## src/rtl/lsm_pkg.sv

```systemverilog
package lsm_pkg;
  typedef enum logic [2:0] {
    ST_IDLE,
    ST_XFER,
    ST_FLUSH,
    ST_BASE,
    ST_DONE
  } lsm_state_e;

  localparam int unsigned WORD_SHIFT = 2;
endpackage

```

## src/rtl/lsm_addr.sv

```systemverilog
module lsm_addr #(
  parameter int unsigned NREG    = 16,
  parameter int unsigned DW      = 32,
  parameter int unsigned LIMIT_W = 26,
  localparam int unsigned CNT_W  = $clog2(NREG + 1)
) (
  input  logic [NREG-1:0]  mask_i,
  input  logic [DW-1:0]    base_i,
  input  logic             up_i,
  output logic [CNT_W-1:0] cnt_o,
  output logic [DW-1:0]    start_o,
  output logic [DW-1:0]    final_o,
  output logic             aerr_o
);
  logic [DW-1:0] span;

  always_comb begin
    cnt_o = '0;
    for (int i = 0; i < NREG; i++) cnt_o = cnt_o + CNT_W'(mask_i[i]);
  end

  assign span    = DW'(cnt_o) << lsm_pkg::WORD_SHIFT;
  assign final_o = up_i ? base_i + span : base_i - span;
  assign start_o = up_i ? base_i : base_i - span;
  assign aerr_o  = |start_o[DW-1:LIMIT_W];

  // lowest address plus span always lands on the upper end
  always_comb begin
    assert_span_R2: assert (start_o + span == (up_i ? final_o : base_i));
  end
endmodule

```

## src/rtl/lsm_pick.sv

```systemverilog
module lsm_pick #(
  parameter int unsigned NREG = 16,
  localparam int unsigned IDX_W = $clog2(NREG)
) (
  input  logic [NREG-1:0]  rem_i,
  output logic [IDX_W-1:0] idx_o,
  output logic [NREG-1:0]  clr_o,
  output logic             last_o
);
  always_comb begin
    idx_o = '0;
    for (int i = NREG - 1; i >= 0; i--) begin
      if (rem_i[i]) idx_o = IDX_W'(i);
    end
  end

  assign clr_o  = rem_i & (rem_i - NREG'(1));
  assign last_o = (clr_o == '0);

  // the picked index is the lowest set bit
  always_comb begin
    if (rem_i != '0) begin
      assert_lowest_R1: assert (rem_i[idx_o] && ((rem_i & ((NREG'(1) << idx_o) - NREG'(1))) == '0));
    end
  end
endmodule

```

## src/rtl/lsm_pend.sv

```systemverilog
module lsm_pend #(
  parameter int unsigned IDX_W = 4,
  parameter int unsigned DW    = 32
) (
  input  logic             clk_i,
  input  logic             rst_ni,
  input  logic             cap_i,
  input  logic             drop_i,
  input  logic             clr_i,
  input  logic [IDX_W-1:0] idx_i,
  input  logic [DW-1:0]    data_i,
  output logic             valid_o,
  output logic [IDX_W-1:0] idx_o,
  output logic [DW-1:0]    data_o
);
  // Holds the newest load until the next access proves it safe.
  always_ff @(posedge clk_i or negedge rst_ni) begin
    if (!rst_ni) begin
      valid_o <= 1'b0;
      idx_o   <= '0;
      data_o  <= '0;
    end else if (drop_i || clr_i) begin
      valid_o <= 1'b0;
    end else if (cap_i) begin
      valid_o <= 1'b1;
      idx_o   <= idx_i;
      data_o  <= data_i;
    end
  end

  assert_drop_R7: assert property (@(posedge clk_i) disable iff (!rst_ni)
    drop_i |=> !valid_o);
endmodule

```

## src/rtl/lsm_seq.sv

```systemverilog
module lsm_seq #(
  parameter int unsigned NREG    = 16,
  parameter int unsigned DW      = 32,
  parameter int unsigned LIMIT_W = 26,
  localparam int unsigned IDX_W  = $clog2(NREG),
  localparam int unsigned CNT_W  = $clog2(NREG + 1),
  localparam int unsigned PC_IDX = NREG - 1
) (
  input  logic             clk_i,
  input  logic             rst_ni,
  input  logic             start_i,
  input  logic [NREG-1:0]  mask_i,
  input  logic [IDX_W-1:0] base_idx_i,
  input  logic [DW-1:0]    base_addr_i,
  input  logic             up_i,
  input  logic             pre_i,
  input  logic             wb_i,
  input  logic             load_i,
  input  logic             s_i,
  output logic             busy_o,
  output logic             done_o,
  output logic             exc_o,
  output logic             user_bank_o,
  output logic             mem_req_o,
  output logic             mem_we_o,
  output logic [DW-1:0]    mem_addr_o,
  output logic [DW-1:0]    mem_wdata_o,
  input  logic [DW-1:0]    mem_rdata_i,
  input  logic             mem_abort_i,
  output logic [IDX_W-1:0] rf_raddr_o,
  input  logic [DW-1:0]    rf_rdata_i,
  input  logic [DW-1:0]    pc_status_i,
  output logic             rf_we_o,
  output logic [IDX_W-1:0] rf_waddr_o,
  output logic [DW-1:0]    rf_wdata_o,
  output logic             psr_we_o
);
  import lsm_pkg::*;

  localparam logic [DW-1:0] WORD_B = DW'(1) << WORD_SHIFT;

  lsm_state_e       st_q;
  logic [NREG-1:0]  rem_q;
  logic [DW-1:0]    addr_q, final_q, init_q;
  logic [IDX_W-1:0] base_q;
  logic             up_q, pre_q, wb_q, load_q, s_q, has_pc_q;
  logic             first_q, aerr_q, sab_q, lab_q;

  logic [CNT_W-1:0] cnt_w;
  logic [DW-1:0]    start_w, final_w;
  logic             aerr_w;
  logic [IDX_W-1:0] cur_idx;
  logic [NREG-1:0]  rem_clr;
  logic             cur_last;

  logic             in_xfer, ld_ok, ld_drop, commit, base_wr;
  logic             pend_v;
  logic [IDX_W-1:0] pend_idx;
  logic [DW-1:0]    pend_data;

  lsm_addr #(.NREG(NREG), .DW(DW), .LIMIT_W(LIMIT_W)) u_addr (
    .mask_i (mask_i),
    .base_i (base_addr_i),
    .up_i   (up_i),
    .cnt_o  (cnt_w),
    .start_o(start_w),
    .final_o(final_w),
    .aerr_o (aerr_w)
  );

  lsm_pick #(.NREG(NREG)) u_pick (
    .rem_i (rem_q),
    .idx_o (cur_idx),
    .clr_o (rem_clr),
    .last_o(cur_last)
  );

  assign in_xfer = (st_q == ST_XFER);
  assign ld_ok   = in_xfer && load_q && !lab_q && !mem_abort_i;
  assign ld_drop = in_xfer && load_q && !lab_q && mem_abort_i;

  lsm_pend #(.IDX_W(IDX_W), .DW(DW)) u_pend (
    .clk_i  (clk_i),
    .rst_ni (rst_ni),
    .cap_i  (ld_ok),
    .drop_i (ld_drop),
    .clr_i  (st_q == ST_FLUSH),
    .idx_i  (cur_idx),
    .data_i (mem_rdata_i),
    .valid_o(pend_v),
    .idx_o  (pend_idx),
    .data_o (pend_data)
  );

  always_ff @(posedge clk_i or negedge rst_ni) begin
    if (!rst_ni) begin
      st_q     <= ST_IDLE;
      rem_q    <= '0;
      addr_q   <= '0;
      final_q  <= '0;
      init_q   <= '0;
      base_q   <= '0;
      up_q     <= 1'b0;
      pre_q    <= 1'b0;
      wb_q     <= 1'b0;
      load_q   <= 1'b0;
      s_q      <= 1'b0;
      has_pc_q <= 1'b0;
      first_q  <= 1'b0;
      aerr_q   <= 1'b0;
      sab_q    <= 1'b0;
      lab_q    <= 1'b0;
    end else begin
      unique case (st_q)
        ST_IDLE: if (start_i) begin
          rem_q    <= mask_i;
          addr_q   <= start_w;
          final_q  <= final_w;
          init_q   <= base_addr_i;
          base_q   <= base_idx_i;
          up_q     <= up_i;
          pre_q    <= pre_i;
          wb_q     <= wb_i;
          load_q   <= load_i;
          s_q      <= s_i;
          has_pc_q <= mask_i[PC_IDX];
          first_q  <= 1'b1;
          aerr_q   <= aerr_w;
          sab_q    <= 1'b0;
          lab_q    <= 1'b0;
          st_q     <= (mask_i == '0) ? ST_FLUSH : ST_XFER;
        end
        ST_XFER: begin
          addr_q  <= addr_q + WORD_B;
          rem_q   <= rem_clr;
          first_q <= 1'b0;
          if (mem_req_o && mem_we_o && mem_abort_i) sab_q <= 1'b1;
          if (ld_drop) lab_q <= 1'b1;
          if (cur_last) st_q <= ST_FLUSH;
        end
        ST_FLUSH: st_q <= ST_BASE;
        ST_BASE:  st_q <= ST_DONE;
        ST_DONE:  st_q <= ST_IDLE;
        default:  st_q <= ST_IDLE;
      endcase
    end
  end

  // memory side
  assign mem_req_o   = in_xfer && (load_q || !aerr_q);
  assign mem_we_o    = mem_req_o && !load_q;
  assign mem_addr_o  = (pre_q == up_q) ? addr_q + WORD_B : addr_q;
  assign rf_raddr_o  = cur_idx;
  assign mem_wdata_o = (cur_idx == IDX_W'(PC_IDX)) ? pc_status_i :
                       (cur_idx == base_q && wb_q && !first_q) ? final_q : rf_rdata_i;

  // register side: deferred commit, then base update
  assign commit  = (ld_ok && pend_v) || (st_q == ST_FLUSH && pend_v);
  assign base_wr = (st_q == ST_BASE) && (base_q != IDX_W'(PC_IDX)) && (wb_q || lab_q);

  always_comb begin
    rf_we_o    = commit || base_wr;
    rf_waddr_o = pend_idx;
    rf_wdata_o = pend_data;
    if (base_wr) begin
      rf_waddr_o = base_q;
      rf_wdata_o = wb_q ? final_q : init_q;
    end
  end

  assign psr_we_o = commit && load_q && s_q && (pend_idx == IDX_W'(PC_IDX));

  // status
  assign busy_o      = (st_q != ST_IDLE);
  assign done_o      = (st_q == ST_DONE);
  assign exc_o       = done_o && (aerr_q || sab_q || lab_q);
  assign user_bank_o = (in_xfer || st_q == ST_FLUSH || st_q == ST_BASE) &&
                       s_q && (!load_q || !has_pc_q);

  assert_addr_step_R1: assert property (@(posedge clk_i) disable iff (!rst_ni)
    (mem_req_o && in_xfer && $past(mem_req_o) && $past(st_q) == ST_XFER)
      |-> mem_addr_o == $past(mem_addr_o) + WORD_B);

  assert_abort_base_only_R7: assert property (@(posedge clk_i) disable iff (!rst_ni)
    (lab_q && rf_we_o) |-> (rf_waddr_o == base_q && rf_wdata_o == (wb_q ? final_q : init_q)));

  assert_psr_pc_R10: assert property (@(posedge clk_i) disable iff (!rst_ni)
    psr_we_o |-> (rf_we_o && rf_waddr_o == IDX_W'(PC_IDX) && s_q));

  assert_bank_released_R11: assert property (@(posedge clk_i) disable iff (!rst_ni)
    exc_o |-> (done_o && !user_bank_o));

  assert_start_busy_R13: assert property (@(posedge clk_i) disable iff (!rst_ni)
    $rose(busy_o) |-> $past(start_i));
endmodule

```

## config.mk

```make
export PLATFORM = sky130hd
export DESIGN_NAME = lsm_seq
export DESIGN_NICKNAME = d
export VERILOG_FILES = /design/src/rtl/lsm_pkg.sv /design/src/rtl/lsm_addr.sv /design/src/rtl/lsm_pick.sv /design/src/rtl/lsm_pend.sv /design/src/rtl/lsm_seq.sv
export SDC_FILE = /design/constraint.sdc
export NUM_CORES = 1
export LEC_CHECK = 0
export ABC_AREA = 1
export ABC_CLOCK_PERIOD_IN_PS = 5500
export BUFFER_PORTS_ARGS = -buffer_cell sky130_fd_sc_hd__buf_2
export CORE_MARGIN = 2
export CORE_UTILIZATION = 61
export DETAILED_ROUTE_END_ITERATION = 10
export PLACE_DENSITY_LB_ADDON = 0.3
export RECOVER_POWER = 25
export SYNTH_ARGS = -nofsm -noshare
export SYNTH_HDL_FRONTEND = slang
export SYNTH_HIERARCHICAL = 1
export SYNTH_SLANG_ARGS = --single-unit
```

## constraint.sdc

```tcl
create_clock -name clk_i -period 5.5 [get_ports clk_i]
set_input_delay 1.1 -clock clk_i [delete_from_list [all_inputs] [get_ports clk_i]]
set_output_delay 1.1 -clock clk_i [all_outputs]
set_load 0.1 [all_outputs]
```

==> results.py <==
metrics = {
    "run_status": {
        "outcome": "complete, but fails checks",
        "violations": "max-capacitance violations, max-slew violations",
    },
    "synthesis": {
        "synthAdderAreaFrac": 0.0340,
        "netlist_top_cells_area": "dfrtp_1 (31%), nand2_1 (23%), inv_1 (5.8%)",
        "ys.flop_type": "dfrtp_1",
        "synth_top_family_by_area": "simple AND/OR/NAND/NOR gates",
        "synth_edf_count": 0,
        "synth_mux_area_frac": 0,
        "yosys.area_share.simple": 0.397,
        "yosys_warnings": 6,
        "ys_seq_elements": 166,
        "synth_compound_area_frac": 0.127,
        "yosysTopAreaCell": "dfrtp_1",
        "synth-seq-area-share": 0.311,
        "synth_area_per_cell_sq_um": 6.47,
        "synthArstFlopShare": 1.00,
        "synth.distinct_cells": 56,
        "synth_fp_nets": 2248,
        "synth_top_area_share": 0.311,
        "synthCells": 2062,
        "synth.cell_area_sq_um": 13300,
        "synth_xor_area_frac": 0.0170,
    },
    "drt": {
        "drc_errors": 0,
        "drt_iter0_markers": 1567,
        "routed_wl_um": 44000,
        "dr.pass1.iters": 6,
        "via_count": 14700,
        "ant_nets": 0,
        "via_per_inst": 5.59,
        "post_drt_wl_per_cell_um": 16.7,
    },
    "clocking": {
        "cts_buffers": 17,
        "clk-insertion-delay-late_ns": 0.44,
        "cts_tree": "yes",
        "clock-sinks": 166,
        "htree_levels": 4,
        "clockRootBuffer": "clkbuf_16",
        "clk_path_buf_depth": 2,
        "clk_pin_slew_ns": 0.08,
    },
    "sta": {
        "grt_setup_unrepaired": "true",
        "tightest_slew_ns": 2.64,
        "setup_viol": 0,
        "max_freq_ghz": 0.183,
        "fin_crit_sh": 0.991,
        "hold_viol": 0,
        "final.min_clock_period_ns": 5.45,
        "slew_headroom": -0.760,
        "timing.hold.ws_ns": 0.476,
        "fin_skew_ns": 0.0112,
        "maxSlewViolCount": 134,
    },
    "placed_design": {
        "numPortBuffers": 268,
        "hpwl_um": 32500,
        "place.gp.congestion": 1.01,
    },
    "min_path": {
        "hold_class": "register to register",
    },
    "critical_path": {
        "crit_path_top_delay_cell": "fa_1",
        "critPathKind": "input port to register",
        "crit_path_frequent_cell": "inv_1",
        "arrival_ns": 5.84,
        "cp_max_fo": 3,
        "worstPathRequired_ns": 5.88,
        "worst_setup_path_start_kind": "input port",
        "slowest_delay_ns": 0.59,
        "end_kind": "register",
    },
    "floorplanning": {
        "rows": 54,
        "ioPinCount": 269,
        "coreArea_sq_um": 21600,
        "die_w_um": 152,
        "fp.dieH_um": 152,
        "initial_utilization": 0.617,
        "die_area_sq_um": 23100,
    },
    "cells_and_area": {
        "syn2layout_area_growth_pct": 23.1,
        "final_cell_mix": "nand2_1 (789), buf_2 (235), inv_1 (201), dfrtp_1 (165), nor2_1 (136)",
        "final_common_cell": "nand2_1",
        "fin_util": 0.759,
        "drive_above_1_share": 0.242,
        "nets": 2524,
    },
    "global_routing": {
        "grt_pass1_wl_um": 70500,
        "grt_use_total": 0.375,
        "grt-ovfl-total": 0,
        "grt_pass1_vias": 13800,
        "grt_antenna_before_repair": 2,
        "grt_max_degree": 98,
    },
    "run": {
        "cap_violations": 2,
    },
    "power_and_ir_drop": {
        "ir_drop_v": 0.00114,
        "power.density_nw_per_um2": 720,
        "power.leakage_uw": 0.00867,
    },
}
registers in the layout, summed over array words and instances (netlist names), 3 cells and up:
signal	count
final_q	32
st_q	3
addr_q	32
rem_q	16
init_q	32
u_pend/idx_o	4
base_q	4
u_pend/data_o	32
through the flow:
| stage | cells | power (uW) | TNS [ns] | area (sq um) | setup slack [ns] |
|---|---|---|---|---|---|
| global placement | 2590 | 10000 | -11.77 | 15500 | -0.397 |
| detailed placement | 2590 | 10200 | -17.04 | 15500 | -0.525 |
| finish | 2633 | 11800 | 0 | 16400 | 0.0472 |
| global route | 2633 | 12500 | -1.64 | 16400 | -0.139 |
| CTS | 2623 | 11500 | 0 | 16100 | 0.00681 |
| floorplan | 2062 | 8440 | 0 | 13300 | 0.000896 |
worst paths after layout:
check / from / to / slack (ns) / cells after the start
worst min register to register: init_q[29] / init_q[29] / 0.48 / 2
min in group asynchronous: rst_ni / rem_q[4] / 1.43 / 1
worst min-delay path: init_q[29] / init_q[29] / 0.48 / 2
worst max register to register: st_q[0] / u_pend/data_o[28] / 1.84 / 9
worst max-delay path: mask_i[15] / addr_q[18] / 0.05 / 25
max in group asynchronous: rst_ni / final_q[20] / 1.14 / 2
report_power, final:
part	switching, uW	internal, uW	total (uW)
clock network	609	664	1270
logic	6320	2000	8320
registers	435	1790	2220
worst max-delay path, delay by kind of cell:
| family | cells | cell delay (ns) |
|---|---|---|
| adders and majority gates | 7 | 2.79 |
| buffers and inverters | 8 | 0.62 |
| and+or+nand+nor | 5 | 0.59 |
| xor gates and xnor gates | 2 | 0.41 |
| AOI/OAI and AO/OA | 3 | 0.32 |
layout make-up:
type                    count  area (sq um)
inverters                 233           882
fillers                  1798          5200
clock buffers              17           425
well taps                 280           350
multi-input cells        1566          7920
flip-flops and latches    166          4160
repair buffers            354          2470
clock inverters            15           205
diodes                      2          5.00
synthesized netlist by cell type (all sizes together), types with 2 or more instances:
cell	n
nor3	21
o31ai	2
a31oi	7
dfrtp	166
nand3b	3
xor2	23
and2	4
inv	230
o21ai	220
a21oi	47
o21bai	4
ha	17
xnor2	2
or2	10
clkinv	3
nor2	175
fa	12
nor4	5
nand3	134
clkbuf	26
o211ai	11
buf	71
nand2	823
nand4	20
o22ai	20
kinds of logic (layout without fill, tap and decap cells):
| kind of cell | after synthesis | after routing |
|---|---|---|
| AND/OR/NAND/NOR | 1196 | 1196 |
| buffers and inverters | 330 | 619 |
| AO/OA/AOI/OAI | 315 | 315 |
| flip-flops | 166 | 166 |
| adder cells (fa/ha/maj) | 29 | 29 |
| XOR/XNOR | 25 | 25 |
| other | 1 | 3 |
per-layer routing:
metal  global-route usage  wire (um)  up-vias
met3               0.0645       3850       79
li1                     -          -     7063
met2                0.612      20800      700
met5                    0          0        -
met4                0.110       1100        0
met1                0.517      18300     6881
what timing repair did:
item	4_1_cts	5_1_grt
hold buffers	0	0
buffers inserted	1	8
gates resized for setup	4	67
pin swaps	1	42
setup endpoints to repair	3	49
Note: power is estimated with default switching activity, not from simulation.
